===== config.mk =====
export PLATFORM = sky130hd
export DESIGN_NAME = fsr_banked_regs
export DESIGN_NICKNAME = d
export VERILOG_FILES = /design/src/rtl/fsr_pkg.sv /design/src/rtl/fsr_decode.sv /design/src/rtl/fsr_status_bank.sv /design/src/rtl/fsr_addr_reg.sv /design/src/rtl/fsr_rsp_slot.sv /design/src/rtl/fsr_banked_regs.sv
export SDC_FILE = /design/constraint.sdc
export NUM_CORES = 1
export LEC_CHECK = 0
export BUFFER_PORTS_ARGS = -buffer_cell sky130_fd_sc_hd__buf_2
export CAP_MARGIN = 10
export CORE_ASPECT_RATIO = 0.6
export CORE_MARGIN = 1
export CORE_UTILIZATION = 52
export CTS_CLUSTER_DIAMETER = 120
export CTS_CLUSTER_SIZE = 16
export DETAILED_ROUTE_END_ITERATION = 8
export PLACE_DENSITY = 0.76
export SLEW_MARGIN = 20
export SYNTH_ARGS = -nofsm -noshare
export SYNTH_HDL_FRONTEND = slang
export SYNTH_HIERARCHICAL = 1
export SYNTH_SLANG_ARGS = --single-unit
export TNS_END_PERCENT = 30

===== constraint.sdc =====
create_clock -name clk -period 3.24 [get_ports clk]
set_input_delay 0.324 -clock clk [delete_from_list [all_inputs] [get_ports clk]]
set_output_delay 0.324 -clock clk [all_outputs]
set_load 0.1 [all_outputs]

===== src/rtl/fsr_pkg.sv =====
package fsr_pkg;
  typedef enum logic [1:0] {
    SZ_BYTE = 2'd0,
    SZ_HALF = 2'd1,
    SZ_WORD = 2'd2,
    SZ_RSVD = 2'd3
  } acc_size_e;

  typedef enum logic [1:0] {
    TGT_NONE = 2'd0,
    TGT_STAT = 2'd1,
    TGT_ADDR = 2'd2
  } target_e;

  localparam int BF_LSB = 8;
  localparam int BF_WIDTH = 8;
endpackage


===== src/rtl/fsr_decode.sv =====
module fsr_decode
  import fsr_pkg::*;
#(
  parameter bit HAS_MAINLINE = 1'b1,
  parameter int OFS_W = 12,
  parameter int NB = 4,
  parameter int LANE_W = 2,
  parameter logic [OFS_W-1:0] STAT_OFS = 'hd28,
  parameter logic [OFS_W-1:0] ADDR_OFS = 'hd38
) (
  input  logic [OFS_W-1:0]  offset,
  input  logic [1:0]        size,
  output target_e           tgt,
  output logic              err,
  output logic [LANE_W-1:0] lane,
  output logic [NB-1:0]     byte_en
);
  generate
    if (HAS_MAINLINE) begin : g_main
      logic [OFS_W-1:0]  diff;
      logic [LANE_W+1:0] nbytes;
      logic [LANE_W+1:0] end_pos;
      logic              stat_ok;
      logic              addr_ok;

      always_comb begin
        diff    = offset - STAT_OFS;
        lane    = diff[LANE_W-1:0];
        nbytes  = (LANE_W+2)'(1) << size;
        end_pos = (LANE_W+2)'(lane) + nbytes;
        stat_ok = (diff < OFS_W'(NB)) && (size != SZ_RSVD) &&
                  (end_pos <= (LANE_W+2)'(NB));
        addr_ok = (offset == ADDR_OFS) && (size == SZ_WORD);
        tgt     = stat_ok ? TGT_STAT : (addr_ok ? TGT_ADDR : TGT_NONE);
        err     = !(stat_ok || addr_ok);
        for (int i = 0; i < NB; i++) begin
          byte_en[i] = stat_ok && ((LANE_W+2)'(i) >= (LANE_W+2)'(lane)) &&
                       ((LANE_W+2)'(i) < end_pos);
        end
      end
    end else begin : g_nomain
      always_comb begin
        tgt     = TGT_NONE;
        err     = 1'b1;
        lane    = '0;
        byte_en = '0;
      end
    end
  endgenerate
endmodule


===== src/rtl/fsr_status_bank.sv =====
module fsr_status_bank
  import fsr_pkg::*;
#(
  parameter int DATA_W = 32
) (
  input  logic              clk,
  input  logic              rst_n,
  input  logic              rd_secure,
  input  logic              rd_hide,
  output logic [DATA_W-1:0] rd_word,
  input  logic              clr_en,
  input  logic              clr_secure,
  input  logic [DATA_W-1:0] clr_bits,
  input  logic              set_valid,
  input  logic              set_secure,
  input  logic [DATA_W-1:0] set_bits
);
  localparam logic [DATA_W-1:0] BF_MASK =
    DATA_W'({BF_WIDTH{1'b1}}) << BF_LSB;

  logic [DATA_W-1:0] stat_s_q, stat_ns_q;
  logic [DATA_W-1:0] clr_s, clr_ns, set_s, set_ns;

  always_comb begin
    clr_s  = '0;
    clr_ns = '0;
    if (clr_en) begin
      if (clr_secure) begin
        clr_s  = clr_bits & ~BF_MASK;
        clr_ns = clr_bits & BF_MASK;
      end else begin
        clr_ns = clr_bits;
      end
    end
    set_s  = '0;
    set_ns = '0;
    if (set_valid) begin
      set_ns = set_bits & BF_MASK;
      if (set_secure) set_s  = set_bits & ~BF_MASK;
      else            set_ns = set_bits;
    end
  end

  always_ff @(posedge clk) begin
    if (!rst_n) begin
      stat_s_q  <= '0;
      stat_ns_q <= '0;
    end else begin
      stat_s_q  <= (stat_s_q & ~clr_s) | set_s;
      stat_ns_q <= (stat_ns_q & ~clr_ns) | set_ns;
    end
  end

  always_comb begin
    rd_word = ((rd_secure ? stat_s_q : stat_ns_q) & ~BF_MASK) |
              (rd_hide ? '0 : (stat_ns_q & BF_MASK));
  end
endmodule


===== src/rtl/fsr_addr_reg.sv =====
module fsr_addr_reg #(
  parameter int DATA_W = 32
) (
  input  logic              clk,
  input  logic              rst_n,
  input  logic              bus_we,
  input  logic [DATA_W-1:0] bus_wdata,
  input  logic              hw_we,
  input  logic [DATA_W-1:0] hw_wdata,
  output logic [DATA_W-1:0] value
);
  always_ff @(posedge clk) begin
    if (!rst_n)      value <= '0;
    else if (hw_we)  value <= hw_wdata;
    else if (bus_we) value <= bus_wdata;
  end
endmodule


===== src/rtl/fsr_rsp_slot.sv =====
module fsr_rsp_slot #(
  parameter int DATA_W = 32
) (
  input  logic              clk,
  input  logic              rst_n,
  input  logic              accept,
  input  logic              in_err,
  input  logic [DATA_W-1:0] in_data,
  output logic              free,
  output logic              rsp_valid,
  input  logic              rsp_ready,
  output logic              rsp_err,
  output logic [DATA_W-1:0] rsp_rdata
);
  assign free = !rsp_valid || rsp_ready;

  always_ff @(posedge clk) begin
    if (!rst_n) begin
      rsp_valid <= 1'b0;
      rsp_err   <= 1'b0;
      rsp_rdata <= '0;
    end else if (accept) begin
      rsp_valid <= 1'b1;
      rsp_err   <= in_err;
      rsp_rdata <= in_data;
    end else if (rsp_ready) begin
      rsp_valid <= 1'b0;
    end
  end
endmodule


===== src/rtl/fsr_banked_regs.sv =====
module fsr_banked_regs
  import fsr_pkg::*;
#(
  parameter bit HAS_MAINLINE = 1'b1,
  parameter int OFS_W = 12,
  parameter int DATA_W = 32,
  parameter logic [OFS_W-1:0] STAT_OFS = 'hd28,
  parameter logic [OFS_W-1:0] ADDR_OFS = 'hd38
) (
  input  logic              clk,
  input  logic              rst_n,
  input  logic              ns_bf_allow,
  input  logic              req_valid,
  output logic              req_ready,
  input  logic              req_write,
  input  logic              req_secure,
  input  logic [OFS_W-1:0]  req_offset,
  input  logic [1:0]        req_size,
  input  logic [DATA_W-1:0] req_wdata,
  output logic              rsp_valid,
  input  logic              rsp_ready,
  output logic              rsp_err,
  output logic [DATA_W-1:0] rsp_rdata,
  input  logic              set_valid,
  input  logic              set_secure,
  input  logic [DATA_W-1:0] set_bits,
  input  logic              hw_addr_valid,
  input  logic [DATA_W-1:0] hw_addr
);
  localparam int NB = DATA_W / 8;
  localparam int LANE_W = $clog2(NB);
  localparam logic [DATA_W-1:0] BF_MASK =
    DATA_W'({BF_WIDTH{1'b1}}) << BF_LSB;

  target_e           tgt;
  logic              dec_err;
  logic [LANE_W-1:0] lane;
  logic [NB-1:0]     byte_en;
  logic [DATA_W-1:0] bit_en;
  logic              accept, hide;
  logic [DATA_W-1:0] stat_word, addr_value, clr_bits, rsp_data;
  logic              clr_en, addr_we;

  fsr_decode #(
    .HAS_MAINLINE(HAS_MAINLINE), .OFS_W(OFS_W), .NB(NB), .LANE_W(LANE_W),
    .STAT_OFS(STAT_OFS), .ADDR_OFS(ADDR_OFS)
  ) u_decode (
    .offset(req_offset), .size(req_size), .tgt(tgt), .err(dec_err),
    .lane(lane), .byte_en(byte_en)
  );

  for (genvar b = 0; b < NB; b++) begin : g_bit_en
    assign bit_en[8*b +: 8] = {8{byte_en[b]}};
  end

  assign accept = req_valid && req_ready;
  assign hide   = !req_secure && !ns_bf_allow;

  always_comb begin
    clr_bits = (req_wdata << {lane, 3'b000}) & bit_en;
    if (hide) clr_bits = clr_bits & ~BF_MASK;
    clr_en  = accept && req_write && (tgt == TGT_STAT);
    addr_we = accept && req_write && (tgt == TGT_ADDR) && !hide;
  end

  fsr_status_bank #(.DATA_W(DATA_W)) u_bank (
    .clk(clk), .rst_n(rst_n),
    .rd_secure(req_secure), .rd_hide(hide), .rd_word(stat_word),
    .clr_en(clr_en), .clr_secure(req_secure), .clr_bits(clr_bits),
    .set_valid(set_valid), .set_secure(set_secure), .set_bits(set_bits)
  );

  fsr_addr_reg #(.DATA_W(DATA_W)) u_addr (
    .clk(clk), .rst_n(rst_n),
    .bus_we(addr_we), .bus_wdata(req_wdata),
    .hw_we(hw_addr_valid), .hw_wdata(hw_addr), .value(addr_value)
  );

  always_comb begin
    rsp_data = '0;
    if (!dec_err && !req_write) begin
      if (tgt == TGT_STAT) rsp_data = (stat_word & bit_en) >> {lane, 3'b000};
      else if (!hide)      rsp_data = addr_value;
    end
  end

  fsr_rsp_slot #(.DATA_W(DATA_W)) u_rsp (
    .clk(clk), .rst_n(rst_n), .accept(accept), .in_err(dec_err),
    .in_data(rsp_data), .free(req_ready), .rsp_valid(rsp_valid),
    .rsp_ready(rsp_ready), .rsp_err(rsp_err), .rsp_rdata(rsp_rdata)
  );
endmodule


==> qor.txt, run 1 <==
Max Root-Sink Buffers: 2
Post-Syn Nets: 1034
Warning count from the yosys run: 6
Largest net degree at the start of global routing: 83
Sum of buffers and inverters on the critical path: 3
Crit path DAT: 3210 ps
Die height: 99.5 um
M2 GR Usage: 0.416
Synth top cells by count: dfxtp_1 (122), nand2_1 (113), a21oi_1 (49), mux2i_1 (49), nor2b_1 (45)
RR Endpoint: u_addr/value[20]$_SDFFE_PN0P_
Total global-route track usage: 0.315
Hold slack: 153 ps
First-iteration detailed-routing DRC count: 1138
Avg Inst Size Synth: 9.04 um2
Hold-fix buffers, CTS: 0
Core Area: 15400 um2
Vias in the first global route: 6559
RSZ-0062 raised after global routing: false
Status: complete, no violations
Crit-path max FO: 26
Met3 usage: 0.0992
First-pass GRT wire length: 38.4 mm
FF-to-FF path depth: 8
GPL Wtd Cong: 0.983
Mapped Area: 8240 um2
Root buffer cell: clkbuf_16
Share of cells above drive strength 1: 0.299
Post-synth EDFFs: 0
Post-synth ARST share: 0
Final instance area: 9510 um2
DRC viols: 0
Final hold violations: 0
Critical path type: primary input to flop
Post-CTS sizing: 0
Dominant synthesized flop cell: dfxtp_1
Lkg Pwr: 4.45 nW
Final Setup Violations: 0
Max Slew Vio Count: 0
Largest area contributor in the netlist: dfxtp_1
WL/cell: 20.7 um
Slew HR: 0.379
Rows: 35
Crit path launch type: primary input
CP delay by family, top: compound AO/OA/AOI/OAI gates
TritonRoute pass-1 iters: 7
Synth unique cells: 62
HP Start: set_bits[14]
Setup TNS: 0 ps
PwrDens: 425 nW/um2
DP Wirelength: 18.4 mm
Worst-Margin Slew: 931 ps
Max Freq: 344 MHz
Starting density of the core: 0.534
Design Power: 4.04 mW
Antenna fix cells: 0
R2r startpoint: u_rsp/rsp_valid$_SDFFE_PN0P_
Synth top area cells: dfxtp_1 (30%), mux2i_1 (6.0%), mux2_4 (5.5%)
CP peak stage delay: 440 ps
Placed cell areas: 8950 um2
H-tree Lvls: 4
Register cell area after layout: 2440 um2
IO Count: 155
Max-Cap Viols: 0
DR vias: 7497
Hold WC Path Type: primary input to flop
R2R setup slack: 1210 ps
CTS sink count: 122
Worst skew pair latency: 420 ps
Fill cell count: 1334
Gate count after technology mapping: 911
Final cycle utilization of the critical path: 0.897
Register area share after synthesis: 0.296
PortBufs: 154
Worst Path Required: 3540 ps
Die W: 165 um
Worst Hold End: u_bank/stat_ns_q[14]$_SDFF_PN0_
Top Usage Layer GRT: met1
TritonCTS clock tree: done
Worst path cell trace: buf_2, nor2_1, ha_1, fa_1, xnor2_2, o2111a_2, a21oi_1, nor4b_2, buf_4, buf_12, mux2_4, o211a_1
Area of the multi-input gates: 5160 um2
Post-Route WL: 25.6 mm
Period minus WS final: 2910 ps
Total gr overflow: 0
DP Worst Slack: -48.7 ps
Post-CTS Setup Bufs: 0
Crit. End Element: flop
Critical path's slowest cell: fa_1
Clock Pin Slew Worst Setup and Hold Paths: 60 ps
Min-Delay Path Depth: 3
Peak supply drop: 0.000380 V
Seq cells post-synth: 122
Syn-to-layout area delta: 15.5%
Vias/cell: 6.06
Met1 GRT Util: 0.485
Synth top area share: 0.296
Cell with the most instances after synthesis: dfxtp_1
Die area: 16400 um2
Initial antenna violation count: 0
Fin nets: 1145
Cts bufs inserted: 17
DRT antenna net count: 0
PnR worst setup slack: 333 ps
Clk_skew: 5.80 ps
per-stage QoR:
stage | cells | utilization
after floorplan | 911 | -
after global placement | 1206 | 0.580
after detailed placement | 1206 | 0.580
after CTS | 1238 | 0.617
after global routing | 1238 | 0.617
final | 1238 | 0.617
layout by cell type (no fill, tap or decap), drive strengths merged, types with 6 or more instances in the layout:
cell type,count
or2,10
o211a,40
o221a,7
nand4,9
nand3,32
mux2i,49
a211oi,14
a21bo,8
a21boi,18
and3b,33
a21oi,49
and3,35
clkinv,6
mux2,64
nor2,17
dfxtp,122
nand3b,9
buf,182
nor2b,45
o21ai,10
a21o,8
and2,9
clkbuf,21
inv,7
or2b,21
nand2b,18
nand2,114
o22ai,49
layout make-up:
cell class | instances | area share
sequential | 122 | 0.257
clock buffer | 21 | 0.0495
inverter | 6 | 0.00237
timing repair buffer | 182 | 0.113
multi-input combinational | 693 | 0.542
clock inverter | 11 | 0.0100
tap | 203 | 0.0267
report_power, final:
part	internal [mW]	switching, mW	total (mW)
Combinational	0.255	0.327	0.582
Sequential	1.57	0.0566	1.63
Clock	1.11	0.722	1.83
Total	2.94	1.11	4.04
state kept, by name (all words and copies together), names as in the netlist:
name / count
u_addr/value: 32
u_bank/stat_ns_q: 32
u_bank/stat_s_q: 24
u_rsp/rsp_err: 1
u_rsp/rsp_rdata: 32
u_rsp/rsp_valid: 1
layer usage:
metal	routed length, um	part of all wire	up-vias
li1	-	-	3499
met1	11900	0.46	3494
met2	10000	0.39	471
met3	3430	0.13	33
met4	249	0.0097	0
met5	0	0	-
kinds of logic after synthesis:
group / after synthesis / synth area share
xor gates and xnor gates: 3 / 0.00410
muxes: 113 / 0.161
AOI/OAI and AO/OA: 212 / 0.203
and+or+nand+nor: 362 / 0.251
DFF: 122 / 0.296
adders and majority gates: 3 / 0.00547
buffers and inverters: 96 / 0.0788
worst min-delay path, delay by kind of cell:
| family | cells | cell delay, ps |
|---|---|---|
| simple gates | 1 | 60 |
| compound gates | 1 | 50 |
| buf+inv | 1 | 90 |
worst max path at each step:
stage | start | endpoint | slack, ps | cells past startpoint
CTS | req_size[1] | u_addr/value[20]$_SDFFE_PN0P_ | 370 | 12
global route | req_size[1] | u_addr/value[0]$_SDFFE_PN0P_ | 240 | 12
floorplan | u_rsp/rsp_valid$_SDFFE_PN0P_ | u_addr/value[0]$_SDFFE_PN0P_ | 50 | 8
detailed placement | req_size[1] | u_addr/value[20]$_SDFFE_PN0P_ | -50 | 12
finish | req_size[1] | u_addr/value[20]$_SDFFE_PN0P_ | 330 | 12
global placement | req_size[1] | u_addr/value[30]$_SDFFE_PN0P_ | 60 | 12
(Power assumes the default switching activity.)
==> run 2, diff against run 1 <==
--- a/config.mk
+++ b/config.mk
@@ -9,11 +9,11 @@
 export CAP_MARGIN = 10
 export CORE_ASPECT_RATIO = 0.6
 export CORE_MARGIN = 1
-export CORE_UTILIZATION = 52
+export CORE_UTILIZATION = 55
 export CTS_CLUSTER_DIAMETER = 120
 export CTS_CLUSTER_SIZE = 16
 export DETAILED_ROUTE_END_ITERATION = 8
-export PLACE_DENSITY = 0.76
+export PLACE_DENSITY = 0.79
 export SLEW_MARGIN = 20
 export SYNTH_ARGS = -nofsm -noshare
 export SYNTH_HDL_FRONTEND = slang
==> run 2 against run 1 <==
- critical path depth down 1
- combinational power about the same
- utilization up 3.7 points
- wire length down 2.7%
- non-clock buffer count up 3
- worst hold slack worse by 3.2 ps
- clock power down 3%
- clock skew up 2.9 ps
- setup slack better by 23 ps
- highest routed layer unchanged
==> qor.txt, run 2 (synthesis gave the netlist of run 1 again) <==
Status: complete, no violations
Share of cells above drive strength 1: 0.302
Crit path launch type: primary input
R2R setup slack: 1210 ps
First-iteration detailed-routing DRC count: 916
Critical path's slowest cell: fa_1
Worst skew pair latency: 420 ps
RR Endpoint: u_addr/value[0]$_SDFFE_PN0P_
Period minus WS final: 2880 ps
Worst path cell trace: buf_2, nor2_1, ha_1, fa_1, xnor2_2, o2111a_2, a21oi_1, nor4b_2, buf_12, mux2_4, o211a_1
Fin nets: 1148
Worst Path Required: 3550 ps
Max Freq: 347 MHz
Die area: 15500 um2
Crit. Startpoint: req_size[1]
Vias/cell: 5.99
R2r startpoint: u_rsp/rsp_valid$_SDFFE_PN0P_
DRC viols: 0
Setup TNS: 0 ps
CTS sink count: 122
Post-Route WL: 24.9 mm
Crit path DAT: 3190 ps
CP peak stage delay: 440 ps
Die height: 96.8 um
Register cell area after layout: 2440 um2
Antenna fix cells: 0
Max-Cap Viols: 0
GPL Wtd Cong: 1.00
Most common cell after layout, fill and taps aside: buf_2
Clock Pin Slew Worst Setup and Hold Paths: 60 ps
TritonCTS clock tree: done
Max Root-Sink Buffers: 2
Vias in the first global route: 6806
Total global-route track usage: 0.323
Peak supply drop: 0.000286 V
Worst-Margin Slew: 937 ps
DP Wirelength: 18.2 mm
WL/cell: 20.1 um
Setup crit end: u_addr/value[0]$_SDFFE_PN0P_
PwrDens: 418 nW/um2
Commonest cells after routing, fill and taps aside: buf_2 (153), dfxtp_1 (122), nand2_1 (113)
Post-CTS sizing: 0
Largest net degree at the start of global routing: 83
Core Area: 14500 um2
FF-to-FF path depth: 7
Area of the multi-input gates: 5160 um2
Final hold violations: 0
Post-CTS Setup Bufs: 0
Critical path type: primary input to flop
DRT antenna net count: 0
Lkg Pwr: 4.46 nW
Clk_skew: 8.74 ps
Hold WC Path Type: primary input to flop
DR vias: 7408
Cts bufs inserted: 17
Die W: 160 um
H-tree Lvls: 4
Fill cell count: 1228
Hold-fix buffers, CTS: 0
Biggest regs: u_addr/value: 32 flops, u_bank/stat_ns_q: 32 flops, u_rsp/rsp_rdata: 32 flops
Initial antenna violation count: 0
IO Count: 155
Rows: 34
PortBufs: 154
Crit. End Element: flop
Crit-path max FO: 32
Syn-to-layout area delta: 15.5%
Design Power: 3.98 mW
Slew HR: 0.375
Final cycle utilization of the critical path: 0.890
Hold slack: 150 ps
First-pass GRT wire length: 38.6 mm
RSZ-0062 raised after global routing: false
Max Slew Vio Count: 0
TritonRoute pass-1 iters: 6
Final Setup Violations: 0
Starting density of the core: 0.566
Root buffer cell: clkbuf_16
Total gr overflow: 0
run 2: final cells by class:
cell class	count	share of cell area
timing repair buffer	185	0.115
multi-input combinational	693	0.542
tap	198	0.0260
clock buffer	18	0.0462
inverter	6	0.00237
sequential	122	0.257
clock inverter	14	0.0117
run 2: per-stage QoR:
| step | util | instance area [um2] | worst slack [ps] | cells |
|---|---|---|---|---|
| global route | 0.654 | 9510 | 235 | 1236 |
| detailed placement | 0.616 | 8960 | -53.6 | 1204 |
| floorplan | - | 8240 | 54.0 | 911 |
| CTS | 0.654 | 9510 | 367 | 1236 |
| global placement | 0.616 | 8960 | 18.0 | 1204 |
| finish | 0.654 | 9510 | 356 | 1236 |
run 2: worst min path at each step:
stage / from / depth (start not counted) / end
floorplan: u_bank/stat_s_q[0]$_SDFF_PN0_ / 2 / u_bank/stat_s_q[0]$_SDFF_PN0_
global placement: u_bank/stat_s_q[27]$_SDFF_PN0_ / 2 / u_bank/stat_s_q[27]$_SDFF_PN0_
detailed placement: u_bank/stat_s_q[24]$_SDFF_PN0_ / 2 / u_bank/stat_s_q[24]$_SDFF_PN0_
CTS: set_bits[12] / 3 / u_bank/stat_ns_q[12]$_SDFF_PN0_
global route: set_bits[11] / 3 / u_bank/stat_ns_q[11]$_SDFF_PN0_
finish: set_bits[12] / 3 / u_bank/stat_ns_q[12]$_SDFF_PN0_
run 2: where the power goes:
part           internal [mW]  switching [mW]  leakage [nW]
combinational          0.256           0.326          3.19
sequential              1.57          0.0523          1.00
clock                   1.01           0.762         0.264
run 2: critical path, delay by kind of cell:
| family | cells | cell delay (ps) |
|---|---|---|
| AO/OA/AOI/OAI | 3 | 790 |
| buffers and inverters | 2 | 440 |
| AND/OR/NAND/NOR | 2 | 430 |
| XOR/XNOR | 1 | 190 |
| multiplexers | 1 | 340 |
| adder cells (fa/ha/maj) | 2 | 630 |
run 2: per-layer routing:
layer	wire, um	track usage	share of wire	vias up
met5	0	0	0	-
met4	557	0.0952	0.022	0
met3	2970	0.105	0.12	49
met2	9670	0.427	0.39	379
met1	11700	0.483	0.47	3478
li1	-	-	-	3502
